`src/rtl/arr_pkg.sv`:
```
package arr_pkg;
  localparam int ATTR_BITS = 6;

  typedef struct packed {
    logic no_lbus;
    logic wthru;
    logic wgather;
    logic wlock;
    logic worder;
    logic cacheable;
  } arr_attr_t;

  localparam arr_attr_t MISS_ATTR = '{no_lbus: 1'b0, wthru: 1'b0, wgather: 1'b0,
                                      wlock: 1'b0, worder: 1'b0, cacheable: 1'b1};
endpackage

```
`src/rtl/arr_cfg_regs.sv`:
```
module arr_cfg_regs #(
  parameter int BASE_IDX   = 8'hC4,
  parameter int NUM_BYTES  = 32,
  parameter int INDEX_PORT = 8'h22,
  parameter int DATA_PORT  = 8'h23
) (
  input  logic                   clk,
  input  logic                   rst,
  input  logic                   io_wr,
  input  logic                   io_rd,
  input  logic [7:0]             io_addr,
  input  logic [7:0]             io_wdata,
  output logic [7:0]             io_rdata,
  output logic [NUM_BYTES*8-1:0] cfg_flat
);
  localparam int OFF_W = $clog2(NUM_BYTES);

  logic [7:0]       idx_q;
  logic [7:0]       bytes_q [NUM_BYTES];
  logic             in_range;
  logic [OFF_W-1:0] off;
  logic             idx_wr, data_wr, data_rd;

  assign in_range = (int'(idx_q) >= BASE_IDX) && (int'(idx_q) < BASE_IDX + NUM_BYTES);
  assign off      = OFF_W'(idx_q - 8'(BASE_IDX));
  assign idx_wr   = io_wr && (io_addr == 8'(INDEX_PORT));
  assign data_wr  = io_wr && (io_addr == 8'(DATA_PORT));
  assign data_rd  = io_rd && (io_addr == 8'(DATA_PORT));

  always_ff @(posedge clk) begin
    if (rst) begin
      idx_q    <= '0;
      io_rdata <= '0;
      for (int i = 0; i < NUM_BYTES; i++) bytes_q[i] <= '0;
    end else begin
      if (idx_wr) idx_q <= io_wdata;
      if (data_wr && in_range) bytes_q[off] <= io_wdata;
      io_rdata <= (data_rd && in_range) ? bytes_q[off] : 8'h00;
    end
  end

  for (genvar g = 0; g < NUM_BYTES; g++) begin : g_flat
    assign cfg_flat[g*8 +: 8] = bytes_q[g];
  end

  assert_reset_clear_R4: assert property (@(posedge clk)
    $past(rst) |-> (cfg_flat == '0));
  assert_oob_write_ignored_R3: assert property (@(posedge clk) disable iff (rst)
    (data_wr && !in_range) |=> $stable(cfg_flat));
  assert_index_sticky_R2: assert property (@(posedge clk) disable iff (rst)
    !idx_wr |=> $stable(idx_q));
  assert_rdata_idle_R1: assert property (@(posedge clk) disable iff (rst)
    !data_rd |=> (io_rdata == 8'h00));
endmodule

```
`src/rtl/arr_match.sv`:
```
module arr_match #(
  parameter int ADDR_W  = 32,
  parameter int PAGE_SH = 12
) (
  input  logic [ADDR_W-PAGE_SH-1:0] start_hi,
  input  logic [3:0]                size_code,
  input  logic [ADDR_W-1:0]         addr,
  output logic                      hit
);
  localparam int HI_W = ADDR_W - PAGE_SH;

  logic [HI_W-1:0] care;
  logic [HI_W-1:0] diff;

  // Code c spans 2^(PAGE_SH-1+c) bytes; address bit (b+PAGE_SH) is compared when b+1 >= c.
  always_comb begin
    for (int b = 0; b < HI_W; b++)
      care[b] = (size_code != 4'hF) && ((b + 1) >= int'(size_code));
  end

  assign diff = (addr[ADDR_W-1:PAGE_SH] ^ start_hi) & care;
  assign hit  = (size_code != 4'h0) && (diff == '0);
endmodule

```
`src/rtl/arr_select.sv`:
```
module arr_select
  import arr_pkg::*;
#(
  parameter int N_REG = 8,
  localparam int IDX_W = $clog2(N_REG)
) (
  input  logic [N_REG-1:0]   hit_vec,
  input  logic [N_REG*8-1:0] attr_flat,
  output logic               any_hit,
  output logic [IDX_W-1:0]   win,
  output arr_attr_t          attr
);
  logic [7:0] ab;

  always_comb begin
    any_hit = 1'b0;
    win     = '0;
    for (int i = N_REG - 1; i >= 0; i--) begin
      if (hit_vec[i]) begin
        any_hit = 1'b1;
        win     = IDX_W'(i);
      end
    end
  end

  assign ab = attr_flat[win*8 +: 8];

  always_comb begin
    if (!any_hit) begin
      attr = MISS_ATTR;
    end else begin
      attr.no_lbus   = ab[5];
      attr.wthru     = ab[4];
      attr.wgather   = ab[3];
      attr.wlock     = ab[2];
      attr.worder    = ab[1];
      // Last window: bit 0 enables caching; all others: bit 0 disables it.
      attr.cacheable = (int'(win) == N_REG - 1) ? ab[0] : ~ab[0];
    end
  end
endmodule

```
`src/rtl/arr_attr_unit.sv`:
```
module arr_attr_unit
  import arr_pkg::*;
#(
  parameter int N_REG      = 8,
  parameter int ADDR_W     = 32,
  parameter int BASE_IDX   = 8'hC4,
  parameter int INDEX_PORT = 8'h22,
  parameter int DATA_PORT  = 8'h23
) (
  input  logic        clk,
  input  logic        rst,
  input  logic        io_wr,
  input  logic        io_rd,
  input  logic [7:0]  io_addr,
  input  logic [7:0]  io_wdata,
  output logic [7:0]  io_rdata,
  input  logic [31:0] lk_addr,
  output logic        lk_hit,
  output logic [2:0]  lk_region,
  output logic        lk_cacheable,
  output logic        lk_wthru,
  output logic        lk_wgather,
  output logic        lk_wlock,
  output logic        lk_worder,
  output logic        lk_no_lbus
);
  localparam int PAGE_SH   = 12;
  localparam int HI_W      = ADDR_W - PAGE_SH;
  localparam int RGN_BYTES = 3 * N_REG;
  localparam int NUM_BYTES = RGN_BYTES + N_REG;
  localparam int IDX_W     = $clog2(N_REG);

  logic [NUM_BYTES*8-1:0] cfg_flat;
  logic [N_REG-1:0]       hit_vec;
  logic                   any_hit;
  logic [IDX_W-1:0]       win;
  arr_attr_t              attr_c, attr_q;

  arr_cfg_regs #(
    .BASE_IDX(BASE_IDX), .NUM_BYTES(NUM_BYTES),
    .INDEX_PORT(INDEX_PORT), .DATA_PORT(DATA_PORT)
  ) u_cfg (
    .clk(clk), .rst(rst), .io_wr(io_wr), .io_rd(io_rd), .io_addr(io_addr),
    .io_wdata(io_wdata), .io_rdata(io_rdata), .cfg_flat(cfg_flat)
  );

  for (genvar r = 0; r < N_REG; r++) begin : g_win
    logic [7:0] b0, b1, b2;
    assign b0 = cfg_flat[(3*r)*8 +: 8];
    assign b1 = cfg_flat[(3*r+1)*8 +: 8];
    assign b2 = cfg_flat[(3*r+2)*8 +: 8];
    arr_match #(.ADDR_W(ADDR_W), .PAGE_SH(PAGE_SH)) u_match (
      .start_hi(HI_W'({b0, b1, b2[7:4]})),
      .size_code(b2[3:0]),
      .addr(lk_addr[ADDR_W-1:0]),
      .hit(hit_vec[r])
    );
  end

  arr_select #(.N_REG(N_REG)) u_sel (
    .hit_vec(hit_vec),
    .attr_flat(cfg_flat[NUM_BYTES*8-1:RGN_BYTES*8]),
    .any_hit(any_hit),
    .win(win),
    .attr(attr_c)
  );

  always_ff @(posedge clk) begin
    if (rst) begin
      lk_hit    <= 1'b0;
      lk_region <= '0;
      attr_q    <= MISS_ATTR;
    end else begin
      lk_hit    <= any_hit;
      lk_region <= 3'(win);
      attr_q    <= attr_c;
    end
  end

  assign lk_cacheable = attr_q.cacheable;
  assign lk_wthru     = attr_q.wthru;
  assign lk_wgather   = attr_q.wgather;
  assign lk_wlock     = attr_q.wlock;
  assign lk_worder    = attr_q.worder;
  assign lk_no_lbus   = attr_q.no_lbus;

  assert_miss_default_R9: assert property (@(posedge clk) disable iff (rst)
    !lk_hit |-> (lk_cacheable && !lk_wthru && !lk_wgather && !lk_wlock &&
                 !lk_worder && !lk_no_lbus && lk_region == 3'd0));
  assert_no_hit_after_reset_R4: assert property (@(posedge clk)
    $past(rst) |=> !lk_hit);
endmodule

```
`config.mk`:
```
export PLATFORM = sky130hd
export DESIGN_NAME = arr_attr_unit
export DESIGN_NICKNAME = d
export VERILOG_FILES = /design/src/rtl/arr_pkg.sv /design/src/rtl/arr_cfg_regs.sv /design/src/rtl/arr_match.sv /design/src/rtl/arr_select.sv /design/src/rtl/arr_attr_unit.sv
export SDC_FILE = /design/constraint.sdc
export NUM_CORES = 1
export LEC_CHECK = 0
export BUFFER_PORTS_ARGS = -buffer_cell sky130_fd_sc_hd__buf_2
export CAP_MARGIN = 25
export CORE_AREA = 5 5 219 221
export CTS_CLUSTER_DIAMETER = 200
export DETAILED_ROUTE_END_ITERATION = 8
export DIE_AREA = 0 0 224 226
export SLEW_MARGIN = 15
export SYNTH_ARGS = -nofsm -noshare
export SYNTH_HDL_FRONTEND = slang
export SYNTH_SLANG_ARGS = --single-unit
```
`constraint.sdc`:
```
create_clock -name clk -period 3.9 [get_ports clk]
set_clock_uncertainty 0.1 [all_clocks]
set_input_delay 0.39 -clock clk [delete_from_list [all_inputs] [get_ports clk]]
set_output_delay 0.39 -clock clk [all_outputs]
set_load 0.01 [all_outputs]
```
==> Flow_metrics.wiki <==
{| class="wikitable"
! Metric !! Value
|-
| Result of the run || completed
|-
| Routed length per instance || 25.8 µm
|-
| R2R Path Start || u_cfg.bytes_q[15][7]
|-
| Die height || around 230 µm
|-
| Critical path endpoint category || flop
|-
| Antenna-violating nets left || 0
|-
| Buffer type at the clock tree root || sky130_fd_sc_hd__clkbuf_16
|-
| WS Path Type || flop to flop
|-
| Slew margin rel. || 0.320
|-
| Ranking of synthesized cells by area || sky130_fd_sc_hd__edfxtp_1, sky130_fd_sc_hd__and2_1, sky130_fd_sc_hd__mux4_2, sky130_fd_sc_hd__xor2_1, sky130_fd_sc_hd__xnor2_1
|-
| Arrival time at the worst endpoint || about 4.0 ns
|-
| Achievable Freq || approximately 0.27 GHz
|-
| Leading cell type in the layout, fill and taps excluded || sky130_fd_sc_hd__and2_1
|-
| Initial Utilization || 0.345
|-
| Net Sw Frac || 0.240
|-
| Port Buffers || 57
|-
| DIE AREA || slightly above 50000 µm²
|-
| Number of detailed-route iterations in the first pass || 7
|-
| Cell family contributing the most delay on the critical path || compound AO/OA/AOI/OAI gates
|-
| Global route overflow || 0
|-
| PD cells || just over 400 nW/µm²
|-
| Seq/Total Area, Yosys || 0.518
|-
| Count of hold buffers inserted by post-cts repair || 0
|-
| Clk sink count || around 280
|-
| Setup_tns || 0 ns
|-
| Area Overhead vs Synth || 14.6%
|-
| Clock latency reported for the late side of the worst-skew pair || between 0.5 and 0.6 ns
|-
| Cell row count || 79
|-
| Number of vias per cell || roughly 5.6
|-
| Final-layout fill cell count || ~4400
|-
| DRC || 0
|-
| Overall via count from detail_route || between 10000 and 15000
|-
| Number of buffers created by CTS || 31
|-
| Count of final hold-check violations || 0
|-
| Count of pins over their slew limit || 0
|-
| Worst vdd rail ir drop || about 0.34 mV
|-
| Synthesized area divided by synthesized cell count || roughly 12 µm²
|-
| Post-synth EDFFs || 256
|-
| Clock tree from TritonCTS || done
|-
| Final setup violation count || 0
|-
| Pin count of the biggest net entering global routing || 70
|-
| Worst-path cell chain || xor2_1 -> nor4_1 -> nand4_1 -> a2111oi_2 -> nand2_1 -> a311oi_1 -> or3_1 -> a32oi_1 -> a22o_1 -> a211oi_1
|-
| Number of warnings reported in the yosys synthesis log || 0
|-
| Total of cells resized after clock tree synthesis || 0
|-
| Placeable core area || 46000 µm²
|-
| Reported leakage power || 6.50 nW
|-
| Clk buf depth || 3
|-
| Placer's final routability congestion estimate || ~1
|-
| Netlist area before placement || about 16000 µm²
|-
| Number of distinct library cells after synthesis || 68
|-
| Buf+Inv Stages, Crit Path || 0
|-
| Critical hold path startpoint || io_rd
|-
| Final period demand of the worst path || around 3.6 ns
|-
| Sort of element at the start of the critical path || flop
|-
| Proportion of power drawn by flip-flops and latches || 0.472
|-
| Fraction of synthesis flops using an asynchronous set or reset pin || 0
|-
| Worst hold slack after final layout || about 0.27 ns
|-
| CP peak stage delay || between 0.5 and 0.6 ns
|-
| Syn nets || between 1000 and 1500
|-
| Initial antenna violation count || 0
|-
| Power share of the clock group || 0.452
|-
| Maximum fanout along the worst path || 9
|-
| P_sw || around 1.8 mW
|-
| Post-synthesis register bit count || approximately 280
|-
| Number of buffers added for setup after CTS || 0
|-
| Share of final-layout standard cells stronger than drive strength 1 || 0.193
|-
| Area share of the largest cell type after synthesis || 0.485
|-
| Class of the tightest hold or removal check || input port to flop
|-
| Launching element of the worst setup path || u_cfg.bytes_q[15][7]
|-
| Clock transition at the registers of the reported paths || around 0.060 ns
|-
| Most frequently used flop master after synthesis || sky130_fd_sc_hd__edfxtp_1
|-
| Via count of the first global-routing pass || 10656
|-
| Gate count after technology mapping || roughly 1300
|-
| Chip width || about 220 µm
|-
| Period utilisation layout || 0.933
|-
| Level count of the clock H-tree || 1
|-
| Final net count || ~1400
|-
| Cell type with the largest total area after synthesis || sky130_fd_sc_hd__edfxtp_1
|-
| First-pass GRT wire length || approximately 74 mm
|-
| Commonest cells after routing, fill and taps aside || sky130_fd_sc_hd__and2_1, sky130_fd_sc_hd__edfxtp_1, sky130_fd_sc_hd__xor2_1, sky130_fd_sc_hd__xnor2_1, sky130_fd_sc_hd__nor2_1
|-
| Iter 0 DRT Violations || roughly 1500
|-
| Worst-path cell with the longest stage delay || sky130_fd_sc_hd__a2111oi_2
|-
| Final WL || approximately 52 mm
|-
| Least-Margin Pin Slew || approximately 1 ns
|-
| Antenna Diode Count || 0
|-
| Portion of total power attributed to combinational logic || 0.076
|-
| Crit path required time || roughly 4.3 ns
|-
| Half-perimeter wire length after detailed placement || roughly 36 mm
|-
| I/O pins || 70
|-
| Maxcap violations || 0
|-
| Unrepaired setup endpoints after global routing || false
|-
| Global-route usage over all layers || 0.199
|-
| P_int || 5.68 mW
|}
==> path summary, 6_finish.rpt <==
check / end / slack (ns) / cells after the start
max: lk_worder / 0.26 / 10
min: u_cfg.io_rdata[7] / 0.27 / 3
max reg2reg: lk_worder / 0.26 / 10
min reg2reg: u_cfg.idx_q[7] / 0.42 / 2
==> cells in the mapped netlist, types with 9 or more instances <==
cell type	n
sky130_fd_sc_hd__a21oi_1	33
sky130_fd_sc_hd__a22o_1	12
sky130_fd_sc_hd__a22oi_1	19
sky130_fd_sc_hd__a31oi_1	15
sky130_fd_sc_hd__and2_1	260
sky130_fd_sc_hd__buf_2	23
sky130_fd_sc_hd__clkbuf_1	54
sky130_fd_sc_hd__dfxtp_1	26
sky130_fd_sc_hd__edfxtp_1	256
sky130_fd_sc_hd__inv_1	16
sky130_fd_sc_hd__mux2i_1	23
sky130_fd_sc_hd__mux4_2	64
sky130_fd_sc_hd__nand2_1	39
sky130_fd_sc_hd__nand3_1	20
sky130_fd_sc_hd__nor2_1	69
sky130_fd_sc_hd__nor3_1	9
sky130_fd_sc_hd__o211ai_1	10
sky130_fd_sc_hd__o21ai_0	28
sky130_fd_sc_hd__or2_1	9
sky130_fd_sc_hd__or2_2	24
sky130_fd_sc_hd__xnor2_1	77
sky130_fd_sc_hd__xor2_1	85
==> worst reg2reg max path, cell delays in order (launching register included) <==
cell and delay (ns):
sky130_fd_sc_hd__edfxtp_1 0.43, sky130_fd_sc_hd__xor2_1 0.16, sky130_fd_sc_hd__nor4_1 0.29, sky130_fd_sc_hd__nand4_1 0.32, sky130_fd_sc_hd__a2111oi_2 0.60, sky130_fd_sc_hd__nand2_1 0.13
sky130_fd_sc_hd__a311oi_1 0.38, sky130_fd_sc_hd__or3_1 0.41, sky130_fd_sc_hd__a32oi_1 0.20, sky130_fd_sc_hd__a22o_1 0.26, sky130_fd_sc_hd__a211oi_1 0.26
==> kinds of logic (layout without fill, tap and decap cells) <==
group           Yosys count  in the layout  synth area share
mux                      87             87             0.105
buf+inv                 106            196            0.0294
flops                   282            282             0.518
fa+ha+maj                 3              3           0.00221
compound gates          192            192            0.0852
simple gates            478            478             0.171
xor+xnor                162            162            0.0895
==> power groups by stage <==
stage / combinational, mW / clock [mW] / sequential, mW
global placement: 0.556 / 0 / 3.59
global route: 0.603 / 3.54 / 3.54
CTS: 0.564 / 3.40 / 3.53
floorplan: 0.378 / 0 / 3.52
detailed placement: 0.561 / 0 / 3.59
finish: 0.571 / 3.38 / 3.53
==> final cells by class <==
| type | instances | area, µm² | share of cell area |
|---|---|---|---|
| multi-input cells | 922 | 7180 | 0.395 |
| clock buffers | 33 | 783 | 0.0431 |
| repair buffers | 122 | 793 | 0.0436 |
| flip-flops and latches | 282 | 8220 | 0.452 |
| inverters | 16 | 60.1 | 0.00330 |
| clock inverters | 25 | 382 | 0.0210 |
| well taps | 607 | 759 | 0.0418 |
==> per-layer routing <==
layer	up-vias	wire, µm	global-route usage	part of all wire
met5	-	0	0	0
met4	0	2070	0.0721	0.040
met3	122	4920	0.0373	0.095
met2	604	23700	0.317	0.46
met1	5494	21000	0.274	0.41
li1	4920	-	-	-
==> flip-flops by register name, summed over array words and instances, names as in the netlist, 3 cells and up <==
name            count
u_cfg.bytes_q     256
u_cfg.idx_q         8
u_cfg.io_rdata      8
lk_region           3
==> per-stage QoR <==
stage | worst slack, ns | utilization | cells | power (mW) | cell area [µm²]
2_1_floorplan | 0.724 | - | 1310 | 3.90 | 15900
3_3_place_gp | 0.343 | 0.370 | 1947 | 4.14 | 17000
3_5_place_dp | 0.269 | 0.370 | 1947 | 4.15 | 17000
4_1_cts | 0.405 | 0.395 | 2005 | 7.49 | 18200
5_1_grt | 0.169 | 0.395 | 2007 | 7.68 | 18200
6_report | 0.262 | 0.395 | 2007 | 7.48 | 18200
(Power assumes the default switching activity.)
